--- src/rtl/rcr_pkg.sv ---
package rcr_pkg;
   localparam int REG_W     = 8;
   localparam int N_FLAGS   = 3;
   localparam int BO_POS    = 0;
   localparam int PWR_POS   = 1;
   localparam int PAR_POS   = 2;
   localparam int MIRR_POS  = 7;
   // value each flag takes while the power-on pulse is high
   localparam logic [N_FLAGS-1:0] PWRON_VALS = 3'b100;
endpackage

--- src/rtl/rcr_decode.sv ---
module rcr_decode #(
   parameter int          ADDR_W   = 8,
   parameter logic [ADDR_W-1:0] REG_ADDR = 'h8E
) (
   input  logic [ADDR_W-1:0] addr_i,
   input  logic              we_i,
   output logic              hit_o
);
   always_comb hit_o = we_i && (addr_i == REG_ADDR);
endmodule

--- src/rtl/rcr_flag.sv ---
module rcr_flag #(
   parameter logic PWRON_VAL = 1'b0,
   parameter bit   HAS_CLR   = 1'b1
) (
   input  logic clk,
   input  logic pwron_i,
   input  logic clr_i,
   input  logic wr_i,
   input  logic d_i,
   output logic q_o
);
   logic clr_eff;

   generate
      if (HAS_CLR) begin : g_clr
         always_comb clr_eff = clr_i;
      end else begin : g_noclr
         always_comb clr_eff = 1'b0;
      end
   endgenerate

   always_ff @(posedge clk or posedge pwron_i) begin
      if (pwron_i)      q_o <= PWRON_VAL;
      else if (clr_eff) q_o <= 1'b0;
      else if (wr_i)    q_o <= d_i;
   end

   AST_FLAG_HOLD: assert property (@(posedge clk) disable iff (pwron_i)
      (!clr_i && !wr_i) |=> $stable(q_o));
   AST_FLAG_WRITE: assert property (@(posedge clk) disable iff (pwron_i)
      (wr_i && !clr_i) |=> (q_o == $past(d_i)));
endmodule

--- src/rtl/rst_cause_reg.sv ---
module rst_cause_reg
   import rcr_pkg::*;
#(
   parameter int              ADDR_W   = 8,
   parameter logic [ADDR_W-1:0] REG_ADDR = 'h8E
) (
   input  logic              clk,
   input  logic              pwron_evt_i,
   input  logic              brownout_evt_i,
   input  logic              parerr_evt_i,
   input  logic              cfg_par_en_i,
   input  logic [ADDR_W-1:0] bus_addr_i,
   input  logic              bus_we_i,
   input  logic [REG_W-1:0]  bus_wdata_i,
   output logic [REG_W-1:0]  reg_o
);
   localparam int UNUSED_W = MIRR_POS - N_FLAGS;

   generate
      if (ADDR_W < 1) begin : g_bad_addr
         $error("rst_cause_reg: ADDR_W must be at least 1");
      end
      if (UNUSED_W < 0) begin : g_bad_layout
         $error("rst_cause_reg: flag bits overlap the mirror bit");
      end
   endgenerate

   logic               hit;
   logic               any_evt;
   logic               wr_ok;
   logic [N_FLAGS-1:0] clr_vec;
   logic [N_FLAGS-1:0] flags;

   rcr_decode #(.ADDR_W(ADDR_W), .REG_ADDR(REG_ADDR)) u_dec (
      .addr_i (bus_addr_i),
      .we_i   (bus_we_i),
      .hit_o  (hit)
   );

   always_comb begin
      any_evt           = brownout_evt_i | parerr_evt_i;
      wr_ok             = hit & ~any_evt;
      clr_vec           = '0;
      clr_vec[BO_POS]   = brownout_evt_i;
      clr_vec[PAR_POS]  = parerr_evt_i;
   end

   generate
      for (genvar i = 0; i < N_FLAGS; i++) begin : g_flag
         rcr_flag #(
            .PWRON_VAL (PWRON_VALS[i]),
            .HAS_CLR   (i != PWR_POS)
         ) u_flag (
            .clk     (clk),
            .pwron_i (pwron_evt_i),
            .clr_i   (clr_vec[i]),
            .wr_i    (wr_ok),
            .d_i     (bus_wdata_i[i]),
            .q_o     (flags[i])
         );
      end
   endgenerate

   always_comb begin
      reg_o                   = '0;
      reg_o[N_FLAGS-1:0]      = flags;
      reg_o[MIRR_POS]         = cfg_par_en_i;
   end

   AST_WRITE_LANDS: assert property (@(posedge clk) disable iff (pwron_evt_i)
      (bus_we_i && bus_addr_i == REG_ADDR && !brownout_evt_i && !parerr_evt_i)
      |=> (reg_o[2:0] == $past(bus_wdata_i[2:0])));
   AST_MISS_IGNORED: assert property (@(posedge clk) disable iff (pwron_evt_i)
      (!(bus_we_i && bus_addr_i == REG_ADDR) && !brownout_evt_i && !parerr_evt_i)
      |=> $stable(reg_o[2:0]));
   AST_BO_CLEARS: assert property (@(posedge clk) disable iff (pwron_evt_i)
      brownout_evt_i |=> (reg_o[0] == 1'b0));
   AST_PAR_CLEARS: assert property (@(posedge clk) disable iff (pwron_evt_i)
      parerr_evt_i |=> (reg_o[2] == 1'b0));
   AST_PWR_KEEPS: assert property (@(posedge clk) disable iff (pwron_evt_i)
      (brownout_evt_i || parerr_evt_i) |=> $stable(reg_o[1]));
endmodule

--- config.mk ---
export PLATFORM = sky130hd
export DESIGN_NAME = rst_cause_reg
export DESIGN_NICKNAME = d
export VERILOG_FILES = /design/src/rtl/rcr_pkg.sv /design/src/rtl/rcr_decode.sv /design/src/rtl/rcr_flag.sv /design/src/rtl/rst_cause_reg.sv
export SDC_FILE = /design/constraint.sdc
export NUM_CORES = 1
export LEC_CHECK = 0
export BUFFER_PORTS_ARGS = -buffer_cell sky130_fd_sc_hd__buf_2
export CAP_MARGIN = 30
export CORE_AREA = 2 2 39 41
export DETAILED_ROUTE_END_ITERATION = 10
export DIE_AREA = 0 0 41 43
export PLACE_DENSITY = 0.57
export SKIP_CTS_REPAIR_TIMING = 1
export SYNTH_ARGS = -nofsm -noshare
export SYNTH_HDL_FRONTEND = slang
export SYNTH_SLANG_ARGS = --single-unit
--- constraint.sdc ---
create_clock -name clk -period 1.3 [get_ports clk]
set_input_delay 0.065 -clock clk [delete_from_list [all_inputs] [get_ports clk]]
set_output_delay 0.065 -clock clk [all_outputs]
set_load 0.03 [all_outputs]
==> out/qor.yml <==
drive_gt1_share_pct: 60.00
synthDistinctLibCells: 11
wl_per_cell_um: 8.304
holdCritStartpoint: "bus_wdata_i[0]"
diodes: 0
vias: 190
cts_tree: "yes"
hp-class: "input port to register"
yosys.area.top_type_share_pct: 24.49
start_util_pct: 17.72
slowest_delay_ns: 0.51
synth.area.top_cells: "buf_4 (24%), dfrtp_1 (20%), mux2_1 (14%)"
yosys-top-cells-count: "buf_4 (8), mux2_1 (3), and4bb_1 (2), dfrtp_1 (2)"
ys.flop_type: "dfrtp_1"
hold_viol: 0
cellPowerDensity_mw_per_mm2: 895.4
ir_drop_uv: 314.8
clock_latency_ns: 0.23
drtPass1Iterations: 1
placed_cells: 51
period_minus_slack_ns: 0.9936
critPathLaunchType: "register"
synth_area_per_cell_sq_um: 11.15
fin_skew_ns: 0
io_pins: 30
finalCritPeriodShare_pct: 76.43
die-width_um: 41
num-nets-final: 63
syn-instance-count: 22
critPathArrivalTime_ns: 0.93
fillers: 153
end_kind: "output pin"
die-area_sq_mm: 0.001763
rr_startpoint: "g_flag[0].u_flag.q_o"
grt_pass1_vias: 191
fin_area_sq_um: 342.8
final.setup.tns_ns: 0
crit_slowest_cell: "dfstp_2"
cap_viol_max_count: 0
drc_errors: 0
regMostFlops: "g_flag.u_flag.q_o"
crit_type: "register to output pin"
place.port_buffers: 18
fmax_ghz: 1.006
drt_iter0_drc: 0
clock_path_buffers: 2
cts.sinks: 3
grt_pass1_wl_um: 696
final_cells: 56
top_regs: "g_flag.u_flag.q_o: 3 flops"
std_cell_rows: 14
setup_viol: 0
cts_root_buffer: "clkbuf_4"
antenna_found_initial: 0
synth_most_common_cell: "buf_4"
slew_violations: 0
synth-seq-cells: 3
grt_max_degree: 4
rsz0062_at_grt: "no"
coreArea_sq_mm: 0.001384
die_y_um: 43
async_flop_share_pct: 100.0
cp_num_buf_inv: 1
worstPathCellList: "buf_2"
synth_top_area_cell: "buf_4"
area_growth_pct: 39.80
cts.clk_slew.worst_paths_ns: 0.04
syn-cell-area_sq_um: 245.2
critPathRequiredTime_ns: 1.24
detail-route-antenna-nets: 0
synth_edf_count: 0
status: "completed"
largest_register_ffs: 3
place.gp.congestion: 0.6186
critPathLaunch: "g_flag[2].u_flag.q_o"
leakage_nw: 0.2004
cp_top_family: "flip-flops"
yosysSeqAreaShare_pct: 31.12
crit_fanout: 2
post_drt_via_cell_ratio: 3.393
groute.usage.overall_pct: 6.439
wl_um: 465
grt.overflow.total: 0
h-tree-depth: 1
post_dp_cell_area_sq_um: 306.5
cts_buffers: 3
yosys_warnings: 0
[worst paths after layout]
check | end | cells past startpoint | slack [ns]
max | reg_o[2] | 1 | 0.31
max reg2reg | g_flag[0].u_flag.q_o | 2 | 0.42
min | g_flag[0].u_flag.q_o | 2 | 0.05
min reg2reg | g_flag[1].u_flag.q_o | 1 | 0.48
max in group asynchronous | g_flag[2].u_flag.q_o | 3 | 0.85
min in group asynchronous | g_flag[0].u_flag.q_o | 3 | 0.24
[area by class of cell]
class                   count  area [sq um]  area share (%)
repair buffers             19         100.1           29.20
multi-input cells          13         116.4           33.94
well taps                  16         20.02           5.839
inverters                   1         3.754           1.095
flip-flops and latches      3         76.32           22.26
clock buffers               4         26.28           7.664
[per-layer routing]
metal | track usage (%) | share of wire [%] | vias to the layer above
met5 | 0 | 0 | -
met4 | 6.000 | 0 | 0
met3 | 5.236 | 13 | 0
met1 | 4.854 | 34 | 80
met2 | 9.375 | 53 | 11
li1 | - | - | 99
[layout by cell type, fill, tap and decap left out, types with 2 or more instances in the layout]
cell type  count
and4bb_1       2
clkbuf_4       3
conb_1         4
dfrtp_1        2
mux2_1         3
buf_2         18
[through the flow]
step	setup WS, ns	utilization (%)	hold WS, ns	power, mW
after floorplan	0.4360	-	-0.1821	0.1364
after global placement	0.2894	22.15	-0.06453	0.1442
after detailed placement	0.2837	22.15	-0.06330	0.1447
after CTS	0.2878	24.05	-0.3171	0.3172
after global routing	0.2626	24.77	0.04300	0.3401
final	0.3064	24.77	0.04906	0.3070
[logic make-up (layout without fill, tap and decap cells)]
logic type | Yosys count | after routing | synth area share, %
flops | 3 | 3 | 31.13
mux | 3 | 3 | 13.77
buf+inv | 9 | 24 | 26.02
simple gates | 6 | 6 | 27.55
other cells | 1 | 4 | 1.529
[where the power goes]
| group | internal, mW | total [mW] | leakage, nW | switching [mW] |
|---|---|---|---|---|
| registers | 0.0946 | 0.0948 | 0.0382 | 0.000187 |
| logic | 0.0238 | 0.0508 | 0.147 | 0.0269 |
| clock network | 0.115 | 0.161 | 0.0150 | 0.0465 |
No activity file was read; power rests on OpenSTA's default activity.
